`config.mk`:
```
export PLATFORM = sky130hd
export DESIGN_NAME = tmr_channel
export DESIGN_NICKNAME = d
export VERILOG_FILES = /design/src/rtl/tmr_pkg.sv /design/src/rtl/tmr_prescale.sv /design/src/rtl/tmr_counter.sv /design/src/rtl/tmr_status.sv /design/src/rtl/tmr_channel.sv
export SDC_FILE = /design/constraint.sdc
export NUM_CORES = 1
export LEC_CHECK = 0
export BUFFER_PORTS_ARGS = -buffer_cell sky130_fd_sc_hd__buf_2
export CAP_MARGIN = 20
export CORE_MARGIN = 1.5
export CORE_UTILIZATION = 60
export CTS_CLUSTER_DIAMETER = 100
export DETAILED_ROUTE_END_ITERATION = 7
export PLACE_DENSITY_LB_ADDON = 0.25
export SYNTH_ARGS = -nofsm -noshare
export SYNTH_HDL_FRONTEND = slang
export SYNTH_HIERARCHICAL = 1
export SYNTH_SLANG_ARGS = --single-unit
```
`constraint.sdc`:
```
create_clock -name clk -period 8.5 [get_ports clk]
set_input_delay 1.7 -clock clk [delete_from_list [all_inputs] [get_ports clk]]
set_output_delay 1.7 -clock clk [all_outputs]
set_load 0.05 [all_outputs]
```
`src/rtl/tmr_pkg.sv`:
```
package tmr_pkg;
  localparam int CNT_W   = 16;
  localparam int SEL_W   = 4;
  localparam int NUM_CMP = 3;
  localparam int ST_W    = 6;
  localparam int CTL_W   = 6;
  // control word bit positions
  localparam int CTL_STOP  = 0;
  localparam int CTL_IVAL  = 1;
  localparam int CTL_DOWN  = 2;
  localparam int CTL_MATCH = 3;
  localparam int CTL_CLR   = 4;
  // status bit positions
  localparam int ST_IWRAP = 0;
  localparam int ST_OWRAP = 4;
  localparam logic [CTL_W-1:0] CTL_RESET = 6'h21;
endpackage

```
`src/rtl/tmr_prescale.sv`:
```
module tmr_prescale #(
  parameter int SEL_W = 4
) (
  input  logic             clk,
  input  logic             rst_n,
  input  logic             run,
  input  logic             restart,
  input  logic             pre_en,
  input  logic [SEL_W-1:0] pre_sel,
  output logic             tick
);
  localparam int DIV_W = 1 << SEL_W;

  logic [DIV_W-1:0] pcnt_q, pcnt_d;
  logic [DIV_W:0]   mask_full;
  logic [DIV_W-1:0] mask;

  always_comb begin
    mask_full = ({{DIV_W{1'b0}}, 1'b1} << ({1'b0, pre_sel} + 1'b1)) - 1'b1;
    mask      = mask_full[DIV_W-1:0];
    tick      = run && !restart && (!pre_en || ((pcnt_q & mask) == mask));
    if (restart)  pcnt_d = '0;
    else if (run) pcnt_d = pcnt_q + 1'b1;
    else          pcnt_d = pcnt_q;
  end

  always_ff @(posedge clk or negedge rst_n) begin
    if (!rst_n) pcnt_q <= '0;
    else        pcnt_q <= pcnt_d;
  end

  // with the prescaler on, two ticks never come back to back
  a_r2_no_back_to_back: assert property (@(posedge clk) disable iff (!rst_n)
    (tick && pre_en) |=> !(tick && pre_en));
endmodule

```
`src/rtl/tmr_counter.sv`:
```
module tmr_counter #(
  parameter int CNT_W = 16
) (
  input  logic             clk,
  input  logic             rst_n,
  input  logic             tick,
  input  logic             down,
  input  logic             ival,
  input  logic             clear,
  input  logic [CNT_W-1:0] interval,
  output logic [CNT_W-1:0] count,
  output logic [CNT_W-1:0] top,
  output logic             wrap
);
  logic [CNT_W-1:0] cnt_q, cnt_d;

  always_comb begin
    top   = ival ? interval : {CNT_W{1'b1}};
    cnt_d = cnt_q;
    wrap  = 1'b0;
    if (clear) begin
      cnt_d = '0;
    end else if (tick) begin
      if (down) begin
        if (cnt_q == '0) begin
          cnt_d = top;
          wrap  = 1'b1;
        end else begin
          cnt_d = cnt_q - 1'b1;
        end
      end else if (cnt_q >= top) begin
        cnt_d = '0;
        wrap  = 1'b1;
      end else begin
        cnt_d = cnt_q + 1'b1;
      end
    end
  end

  always_ff @(posedge clk or negedge rst_n) begin
    if (!rst_n) cnt_q <= '0;
    else        cnt_q <= cnt_d;
  end

  assign count = cnt_q;

  // no tick and no clear leaves the count unchanged
  a_r3_hold: assert property (@(posedge clk) disable iff (!rst_n)
    (!tick && !clear) |=> $stable(cnt_q));
  // an up wrap lands on zero
  a_r4_up_wrap_zero: assert property (@(posedge clk) disable iff (!rst_n)
    (tick && !clear && !down && wrap) |=> (cnt_q == '0));
  // a clearing write zeroes the count
  a_r9_clear_zero: assert property (@(posedge clk) disable iff (!rst_n)
    clear |=> (cnt_q == '0));
endmodule

```
`src/rtl/tmr_status.sv`:
```
module tmr_status #(
  parameter int CNT_W   = 16,
  parameter int NUM_CMP = 3,
  parameter int ST_W    = 6
) (
  input  logic                     clk,
  input  logic                     rst_n,
  input  logic                     tick,
  input  logic                     match_en,
  input  logic                     ival,
  input  logic                     wrap,
  input  logic [CNT_W-1:0]         count,
  input  logic [CNT_W-1:0]         top,
  input  logic [NUM_CMP*CNT_W-1:0] cmp_vals,
  input  logic [ST_W-1:0]          clr,
  input  logic [ST_W-1:0]          mask,
  output logic [ST_W-1:0]          status,
  output logic                     irq
);
  import tmr_pkg::*;

  logic [ST_W-1:0]    st_q, st_d, evt;
  logic [NUM_CMP-1:0] hit;

  for (genvar k = 0; k < NUM_CMP; k++) begin : g_cmp
    logic [CNT_W-1:0] lane;
    assign lane   = cmp_vals[k*CNT_W +: CNT_W];
    assign hit[k] = tick && match_en && (count == lane) && (lane <= top);
  end

  always_comb begin
    evt           = '0;
    evt[ST_IWRAP] = wrap && ival;
    evt[ST_OWRAP] = wrap && !ival;
    for (int k = 0; k < NUM_CMP; k++) evt[k+1] = hit[k];
    st_d = (st_q & ~clr) | evt;
  end

  always_ff @(posedge clk or negedge rst_n) begin
    if (!rst_n) st_q <= '0;
    else        st_q <= st_d;
  end

  assign status = st_q;
  assign irq    = |(st_q & mask);

  // an event bit is set after its edge, even under a clear
  a_r11_event_wins: assert property (@(posedge clk) disable iff (!rst_n)
    (evt != '0) |=> ((st_q & $past(evt)) == $past(evt)));
  // compare hits need match enable
  a_r7_needs_enable: assert property (@(posedge clk) disable iff (!rst_n)
    !match_en |-> (hit == '0));
  // empty status never raises the interrupt
  a_r8_quiet: assert property (@(posedge clk) disable iff (!rst_n)
    (st_q == '0) |-> !irq);
endmodule

```
`src/rtl/tmr_channel.sv`:
```
module tmr_channel
  import tmr_pkg::*;
#(
  parameter int P_CNT_W   = tmr_pkg::CNT_W,
  parameter int P_SEL_W   = tmr_pkg::SEL_W,
  parameter int P_NUM_CMP = tmr_pkg::NUM_CMP
) (
  input  logic                         clk,
  input  logic                         rst_n,
  input  logic                         pre_en,
  input  logic [P_SEL_W-1:0]           pre_sel,
  input  logic                         ctl_we,
  input  logic [CTL_W-1:0]             ctl_wdata,
  input  logic [P_CNT_W-1:0]           interval,
  input  logic [P_NUM_CMP*P_CNT_W-1:0] cmp_vals,
  input  logic [ST_W-1:0]              irq_mask,
  input  logic [ST_W-1:0]              stat_clr,
  output logic [CTL_W-1:0]             ctl_rdata,
  output logic [P_CNT_W-1:0]           count,
  output logic [ST_W-1:0]              status,
  output logic                         irq
);
  localparam logic [CTL_W-1:0] CLR_MASK = CTL_W'(1) << CTL_CLR;

  logic [CTL_W-1:0]   ctl_q, ctl_d;
  logic               tick, wrap, clear;
  logic [P_CNT_W-1:0] top;

  always_comb begin
    ctl_d = ctl_we ? (ctl_wdata & ~CLR_MASK) : ctl_q;
    clear = ctl_we && ctl_wdata[CTL_CLR];
  end

  always_ff @(posedge clk or negedge rst_n) begin
    if (!rst_n) ctl_q <= CTL_RESET;
    else        ctl_q <= ctl_d;
  end

  assign ctl_rdata = ctl_q;

  tmr_prescale #(.SEL_W(P_SEL_W)) u_pre (
    .clk(clk), .rst_n(rst_n), .run(!ctl_q[CTL_STOP]), .restart(ctl_we),
    .pre_en(pre_en), .pre_sel(pre_sel), .tick(tick)
  );

  tmr_counter #(.CNT_W(P_CNT_W)) u_cnt (
    .clk(clk), .rst_n(rst_n), .tick(tick), .down(ctl_q[CTL_DOWN]),
    .ival(ctl_q[CTL_IVAL]), .clear(clear), .interval(interval),
    .count(count), .top(top), .wrap(wrap)
  );

  tmr_status #(.CNT_W(P_CNT_W), .NUM_CMP(P_NUM_CMP), .ST_W(ST_W)) u_st (
    .clk(clk), .rst_n(rst_n), .tick(tick), .match_en(ctl_q[CTL_MATCH]),
    .ival(ctl_q[CTL_IVAL]), .wrap(wrap), .count(count), .top(top),
    .cmp_vals(cmp_vals), .clr(stat_clr), .mask(irq_mask),
    .status(status), .irq(irq)
  );

  // the action bit never reaches the stored word
  a_r9_clr_not_stored: assert property (@(posedge clk) disable iff (!rst_n)
    ctl_we |=> !ctl_rdata[CTL_CLR]);
  // a stopped channel holds its count
  a_r3_stopped_hold: assert property (@(posedge clk) disable iff (!rst_n)
    (ctl_q[CTL_STOP] && !ctl_we) |=> $stable(count));
endmodule

```
==> results.json, run 1 <==
{
  "outcome": "finished, final reports clean",
  "drive_gt1_share_pct": 21.1,
  "ys_ff_latch": 43,
  "cts-root-buf": "clkbuf_8",
  "mappedNetlistArea_um2": 5330,
  "setup_violations": 0,
  "cts_tree": "built",
  "grt_pass1_vias": 5482,
  "die_x_um": 97.3,
  "power.internal_mw": 0.558,
  "clock_sinks": 43,
  "grt_max_degree": 44,
  "max-vdd-ir-drop_mv": 0.125,
  "clockBufferDepth": 2,
  "fin_crit_sh_pct": 63.6,
  "startpoint_type": "input pin",
  "design_area_um2": 6060,
  "syn-num-nets": 826,
  "antenna_found_initial": 0,
  "pin_count": 119,
  "synth_top_area_cell": "dfrtp_1",
  "synth_cell_types": 74,
  "slew_headroom_pct": 48.4,
  "cts_made_buffers": 5,
  "area_growth_pct": 13.7,
  "cts-hold-fix-buffers": 0,
  "cp.arrival_ns": 5.59,
  "grt_overflow_total": 0,
  "worstSetupPathType": "in2reg",
  "grtUsageMet3_pct": 4.68,
  "pwr-share-seq_pct": 29.0,
  "wl_per_cell_um": 19.1,
  "yosysMostFrequentCell": "ha_1",
  "yosysSeqAreaShare_pct": 20.2,
  "drt-initial-drc-count": 676,
  "top_usage_layer": "met2",
  "vias": 5699,
  "routed_wirelength_mm": 16.7,
  "die_area_um2": 9460,
  "rows": 34,
  "syn_inst": 668,
  "core_um2": 8680,
  "cts_setup_buffers": 0,
  "holdPathStages": 1,
  "max_clock_freq_mhz": 185,
  "numPortBuffers": 117,
  "dp_hpwl_mm": 13.0,
  "synth_top_cell_area_share_pct": 19.2,
  "die_h_um": 97.3,
  "via_per_inst": 6.51,
  "p_sw_mw": 0.571,
  "n_antenna_cell": 0,
  "htree_levels": 2,
  "power_leakage_nw": 2.92,
  "tightest_slew_ns": 0.775,
  "gp_routability_congestion": 0.957,
  "combPwrFrac_pct": 55.9,
  "start_util_pct": 61.4,
  "synth_area_leaders": "dfrtp_1, ha_1, xnor2_1",
  "min_path_type": "reg2reg",
  "skew_ns": 0.0106,
  "maxCapViolations": 0,
  "ys_async_sr_fraction_pct": 100,
  "synth-main-ff-cell": "dfrtp_1",
  "critPathCaptureType": "flip-flop",
  "cts_resized": 0,
  "synth_commonest_cells": "ha_1, xnor2_1, inv_1, nand2_1, nor2_1",
  "dpl_cell_area_um2": 5920,
  "final_hold_viol_count": 0,
  "postRouteAntennaNets": 0,
  "p_per_area_nw_per_um2": 186,
  "synth_edf_count": 0,
  "fin_setup_tns_ns": 0,
  "grtUsageMet2_pct": 57.9,
  "reg2reg_depth": 9,
  "worstPathRequired_ns": 8.69,
  "fin_nets": 925,
  "grt_pass1_wl_mm": 26.8,
  "cts.clk_slew.worst_paths_ns": 0.09,
  "grtUsageTotal_pct": 34.9,
  "drc": 0,
  "rsz0062_at_grt": "false",
  "clkPwrFrac_pct": 15.1,
  "fin_crit_ns": 5.41,
  "yosysWarnings": 6,
  "first_pass_iters": 5,
  "drv_slew": 0,
  "swShare_pct": 50.5,
  "cp_max_fo": 12,
  "grt_util_met1_pct": 45.1,
  "syn_area_per_cell_um2": 7.98,
  "clk_latency_ns": 0.30
}
-- area by class of cell --
| class | count | area [um^2] |
|---|---|---|
| Clock buffer | 6 | 82.6 |
| Fill cell | 706 | 2620 |
| Timing Repair Buffer | 118 | 606 |
| Tap cell | 108 | 135 |
| Sequential cell | 43 | 1080 |
| Multi-Input combinational cell | 546 | 3920 |
| Inverter | 53 | 199 |
| Clock inverter | 2 | 38.8 |
-- metal layers --
layer	up-vias	part of all wire [%]
met5	-	0
met4	0	4.0
met3	59	8.4
met2	360	47
met1	2680	40
li1	2600	-
-- kinds of logic after synthesis --
family / synth area share, %
flip-flops: 20.2
other: 0.141
AO/OA/AOI/OAI: 19.0
AND/OR/NAND/NOR: 25.0
XOR/XNOR: 11.7
buffers and inverters: 6.24
adder cells (fa/ha/maj): 16.0
multiplexers: 1.83
-- sequential cells by signal, indices dropped and copies added, names as in the netlist --
signal / flops
u_st/status: 6
u_pre/pcnt_q: 16
u_cnt/count: 16
ctl_rdata: 5
-- cells in the final DEF (no fill, tap or decap), types with 12 or more instances in the layout --
master / instances
nand4_1: 26
xnor2_1: 57
a21oi_1: 44
nand2_1: 50
ha_1: 68
buf_2: 117
nand2b_1: 17
nor3_1: 16
o21ai_1: 12
inv_1: 53
o21ai_0: 30
xor2_1: 14
nor2_1: 50
dfrtp_1: 41
nand3_1: 23
-- per-stage QoR --
stage / hold WS (ns) / utilization [%] / std cells / setup WS, ns / power (mW)
after floorplan: 0.506 / - / 668 / 3.45 / 0.769
after global placement: 0.534 / 68.2 / 867 / 2.99 / 0.913
after detailed placement: 0.545 / 68.2 / 867 / 2.88 / 0.932
after CTS: 0.566 / 69.6 / 875 / 3.18 / 1.11
after global routing: 0.572 / 69.8 / 876 / 2.88 / 1.19
final: 0.558 / 69.8 / 876 / 3.09 / 1.13
-- critical path: stages --
cell       delay [ns]
buf_2            0.16
or4_1            0.56
ha_1             0.33
nor3b_1          0.20
o2bb2ai_1        0.13
nor4_1           0.28
nand4b_1         0.13
o32ai_1          0.68
nand2b_1         0.34
nor2_1           0.44
o41ai_1          0.14
and3_1           0.22
o311ai_1         0.27
-- final timing paths --
path | start | end | slack [ns]
setup / recovery | pre_sel[1] | u_cnt/count[9] | 3.09
hold / removal | u_st/status[5] | u_st/status[5] | 0.56
setup reg to reg | ctl_rdata[1] | u_cnt/count[5] | 5.01
hold reg to reg | u_st/status[5] | u_st/status[5] | 0.56
max in group asynchronous | rst_n | ctl_rdata[0] | 6.81
min in group asynchronous | rst_n | u_pre/pcnt_q[3] | 1.20
-- power groups by stage --
stage,sequential (mW),clock [mW],combinational [mW]
after floorplan,0.350,0,0.419
after global placement,0.327,0,0.586
after detailed placement,0.327,0,0.605
after CTS,0.324,0.175,0.612
after global routing,0.334,0.183,0.677
final,0.327,0.171,0.631
Power figures use the tool's default switching activity.
==> inputs of run 2 (changes only) <==
--- a/config.mk
+++ b/config.mk
@@ -8,7 +8,7 @@
 export BUFFER_PORTS_ARGS = -buffer_cell sky130_fd_sc_hd__buf_2
 export CAP_MARGIN = 20
 export CORE_MARGIN = 1.5
-export CORE_UTILIZATION = 60
+export CORE_UTILIZATION = 56
 export CTS_CLUSTER_DIAMETER = 100
 export DETAILED_ROUTE_END_ITERATION = 7
 export PLACE_DENSITY_LB_ADDON = 0.25
==> constraint.sdc (replaced) <==
create_clock -name clk -period 5.55 [get_ports clk]
set_input_delay 1.11 -clock clk [delete_from_list [all_inputs] [get_ports clk]]
set_output_delay 1.11 -clock clk [all_outputs]
set_load 0.05 [all_outputs]
==> results.json, run 2 (same netlist as run 1, synthesis figures left out) <==
{
  "drc": 0,
  "critPathCaptureType": "flip-flop",
  "grtUsageTotal_pct": 32.8,
  "startpoint_type": "input pin",
  "grt_pass1_wl_mm": 26.0,
  "rows": 35,
  "vias": 5610,
  "fin_crit_ns": 4.84,
  "fin_ws_ns": 0.708,
  "core_um2": 9240,
  "cp_max_fo": 12,
  "max_clock_freq_mhz": 207,
  "worstPathRequired_ns": 5.75,
  "rsz0062_at_grt": "false",
  "skew_ns": 0.00700,
  "outcome": "finished, final reports clean",
  "timing.reg2reg.setup_slack_ns": 2.03,
  "fin_setup_tns_ns": 0,
  "fin_crit_sh_pct": 87.2,
  "register_area_um2": 1080,
  "crit_slowest_cell": "o32ai_1",
  "power_leakage_nw": 2.91,
  "cts-root-buf": "clkbuf_8",
  "htree_levels": 2,
  "setup_violations": 0,
  "multi_input_area_um2": 3920,
  "final_hold_viol_count": 0,
  "cts_setup_buffers": 0,
  "via_per_inst": 6.25,
  "wl_per_cell_um": 18.6,
  "dp_hpwl_mm": 13.3,
  "drive_gt1_share_pct": 21.1,
  "drv_slew": 0,
  "grt_overflow_total": 0,
  "max-vdd-ir-drop_mv": 0.264,
  "clk_latency_ns": 0.30,
  "fin_nets": 925,
  "min_path_type": "reg2reg",
  "max_stage_delay_ns": 0.66,
  "path_cells": "buf_2 -> or4_1 -> ha_1 -> nor3b_1 -> o2bb2ai_1 -> nor4_1 -> nand4b_1 -> o32ai_1 -> nand2b_1 -> nor2_1 -> o41ai_1 -> and3_1 -> o21ai_0 -> nand2_1 -> o311ai_1",
  "slew_headroom_pct": 45.6,
  "tightest_slew_ns": 0.815,
  "design_area_um2": 6080,
  "cts_resized": 0,
  "die_h_um": 101,
  "drt-initial-drc-count": 422,
  "grt_pass1_vias": 5331,
  "die_x_um": 101,
  "antenna_found_initial": 0,
  "cts_made_buffers": 5,
  "pin_count": 119,
  "layout_common_cells": "buf_2, ha_1, xnor2_1, inv_1",
  "n_antenna_cell": 0,
  "path_buf_inv": 1,
  "worstSetupPathType": "in2reg",
  "critPathTopFamily": "simple AND/OR/NAND/NOR gates",
  "gp_routability_congestion": 0.963,
  "postLayoutCoreUtil_pct": 65.8,
  "cts.clk_slew.worst_paths_ns": 0.09,
  "fill_cells": 785,
  "dp.cells": 888,
  "first_pass_iters": 6,
  "cts_tree": "built",
  "start_util_pct": 57.7,
  "grt_max_degree": 44,
  "cts-hold-fix-buffers": 0,
  "area_growth_pct": 14.0,
  "maxCapViolations": 0,
  "numPortBuffers": 117,
  "p_per_area_nw_per_um2": 283,
  "pre_cts_ws_ns": 0.497,
  "clockBufferDepth": 2,
  "cp.arrival_ns": 5.04,
  "clock_sinks": 43,
  "layout_commonest_cell": "buf_2",
  "postRouteAntennaNets": 0,
  "stdcell_count": 897,
  "die_area_um2": 10100,
  "dpl_cell_area_um2": 5950,
  "routed_wirelength_mm": 16.7
}
-- run 2: cell types whose count changed in the layout (fill, tap and decap cells not counted) --
| cell | change |
|---|---|
| clkbuf_8 | -1 |
| clkinvlp_4 | +1 |
-- run 2: worst paths after layout --
path,cells after the start,from,end
worst min-delay path,1,u_st/status[5],u_st/status[5]
worst max register to register,12,ctl_rdata[0],u_cnt/count[9]
max in group asynchronous,2,rst_n,ctl_rdata[5]
worst min register to register,1,u_st/status[5],u_st/status[5]
worst max-delay path,15,pre_sel[1],u_cnt/count[9]
min in group asynchronous,1,rst_n,u_pre/pcnt_q[5]
-- run 2: through the flow --
stage	power (mW)	hold WS, ns
CTS	1.70	0.558
finish	1.72	0.552
floorplan	1.18	0.506
global placement	1.41	0.500
global route	1.82	0.585
detailed placement	1.43	0.539
-- run 2: final cells by class --
| cell class | count | share of cell area [%] |
|---|---|---|
| multi-input cells | 546 | 64.5 |
| flip-flops and latches | 43 | 17.7 |
| repair buffers | 118 | 9.96 |
| inverters | 53 | 3.27 |
| well taps | 129 | 2.65 |
| clock buffers | 5 | 1.13 |
| clock inverters | 3 | 0.761 |
-- run 2: layer usage --
layer / part of all wire (%) / wire length, um / global-route usage (%)
met3: 7.5 / 1250 / 4.30
met4: 3.2 / 537 / 12.8
met1: 41 / 6840 / 42.4
met2: 48 / 8070 / 55.3
met5: 0 / 0 / 0
-- run 2: power by group --
part	switching (mW)	internal [mW]
clock	0.124	0.136
combinational	0.596	0.363
sequential	0.159	0.344
==> inputs of run 3 (changes only) <==
--- a/config.mk
+++ b/config.mk
@@ -8,7 +8,7 @@
 export BUFFER_PORTS_ARGS = -buffer_cell sky130_fd_sc_hd__buf_2
 export CAP_MARGIN = 20
 export CORE_MARGIN = 1.5
-export CORE_UTILIZATION = 56
+export CORE_UTILIZATION = 23
 export CTS_CLUSTER_DIAMETER = 100
 export DETAILED_ROUTE_END_ITERATION = 7
 export PLACE_DENSITY_LB_ADDON = 0.25
==> results.json, run 3 (same netlist as run 1, synthesis figures left out) <==
{
  "outcome": "finished, final reports clean",
  "worstSetupPathType": "in2reg",
  "grt_overflow_total": 0,
  "routed_wirelength_mm": 18.6,
  "layout_common_cells": "buf_2, ha_1, xnor2_1, inv_1",
  "p_per_area_nw_per_um2": 281,
  "cts.clk_slew.worst_paths_ns": 0.07,
  "die_h_um": 155,
  "critPathTopFamily": "simple AND/OR/NAND/NOR gates",
  "drv_slew": 0,
  "fin_nets": 926,
  "drive_gt1_share_pct": 21.1,
  "first_pass_iters": 5,
  "via_per_inst": 5.04,
  "grt_pass1_wl_mm": 28.6,
  "antenna_found_initial": 0,
  "max_stage_delay_ns": 0.57,
  "crit_slowest_cell": "or4_1",
  "clockBufferDepth": 2,
  "min_path_type": "reg2reg",
  "cts-hold-fix-buffers": 0,
  "fin_crit_ns": 4.49,
  "cts_setup_buffers": 0,
  "start_util_pct": 23.5,
  "cp.arrival_ns": 4.68,
  "cts_tree": "built",
  "skew_ns": 0.00398,
  "rsz0062_at_grt": "false",
  "cts_made_buffers": 5,
  "core_um2": 22700,
  "drc": 0,
  "total_power_mw": 1.77,
  "die_x_um": 155,
  "htree_levels": 2,
  "fin_setup_tns_ns": 0,
  "worstPathRequired_ns": 5.74,
  "cp_max_fo": 12,
  "grt_max_degree": 44,
  "vias": 5310,
  "rows": 55,
  "area_growth_pct": 18.1,
  "grt_pass1_vias": 5135,
  "cts-root-buf": "clkbuf_16",
  "startpoint_type": "input pin",
  "power_leakage_nw": 2.92,
  "postRouteAntennaNets": 0,
  "die_area_um2": 24100,
  "clock_sinks": 43,
  "dp_hpwl_mm": 14.8,
  "fin_ws_ns": 1.06,
  "path_buf_inv": 2,
  "slew_headroom_pct": 50.9,
  "max_clock_freq_mhz": 223,
  "maxCapViolations": 0,
  "numPortBuffers": 117,
  "n_antenna_cell": 0,
  "cts_resized": 0,
  "pin_count": 119,
  "drt-initial-drc-count": 388,
  "grtUsageTotal_pct": 15.3,
  "wl_per_cell_um": 17.6,
  "fin_crit_sh_pct": 80.8,
  "critPathCaptureType": "flip-flop",
  "clk_latency_ns": 0.30,
  "layout_commonest_cell": "buf_2",
  "max-vdd-ir-drop_mv": 0.136,
  "pre_cts_ws_ns": 0.773,
  "gp_routability_congestion": 0.877,
  "path_cells": "buf_2 -> or4_1 -> ha_1 -> nor3b_1 -> o2bb2ai_1 -> nor4_1 -> nand4b_1 -> o32ai_1 -> buf_4 -> nand2b_1 -> nor2_1 -> o41ai_1 -> and3_1 -> o21ai_0 -> nand2_1 -> o311ai_1",
  "setup_violations": 0,
  "final_hold_viol_count": 0,
  "tightest_slew_ns": 0.736
}
==> run 3: per-stage QoR <==
stage | hold WS, ns | util (%) | std cells | instance area, um^2
floorplan | 0.506 | - | 668 | 5330
global placement | 0.544 | 27.1 | 1046 | 6160
detailed placement | 0.551 | 27.1 | 1046 | 6160
CTS | 0.565 | 27.7 | 1054 | 6300
global route | 0.582 | 27.7 | 1054 | 6300
finish | 0.555 | 27.7 | 1054 | 6300
==> run 3: per-layer routing <==
layer  up-vias  global-route usage (%)  routed length [um]
li1       2605                       -                   -
met1      2526                    19.9                8380
met2       158                    26.3                8850
met3        21                    1.81                 853
met4         0                    5.44                 471
met5         -                       0                   0
==> run 3: path summary, 6_finish.rpt <==
check	startpoint	endpoint	slack [ns]	cells past startpoint
min	u_st/status[4]	u_st/status[4]	0.56	2
max	pre_sel[1]	u_cnt/count[9]	1.06	16
min reg2reg	u_st/status[4]	u_st/status[4]	0.56	2
max reg2reg	ctl_rdata[1]	u_cnt/count[5]	2.15	9
min in group asynchronous	rst_n	u_pre/pcnt_q[12]	0.89	2
max in group asynchronous	rst_n	u_cnt/count[11]	4.23	2
==> run 3: where the power goes <==
group	total, mW	switching (mW)	internal (mW)
clock network	0.302	0.135	0.167
registers	0.507	0.163	0.345
logic	0.960	0.599	0.361
==> run 3: layout make-up <==
cell class              instances  area [um^2]
clock inverters                 2         12.5
inverters                      53          199
multi-input cells             546         3920
flip-flops and latches         43         1080
well taps                     285          357
repair buffers                119          601
clock buffers                   6          129
fillers                      2518        16400
==> run 3: worst register-to-register path: stages (launching register included) <==
cell and delay, ns:
dfrtp_1 0.80, nand2b_1 0.37, ha_1 0.38, nand2b_1 0.11, a221oi_2 0.05, o311a_2 0.49, o2111ai_2 0.56, nor2_1 0.11
o31ai_1 0.24, o221ai_1 0.14
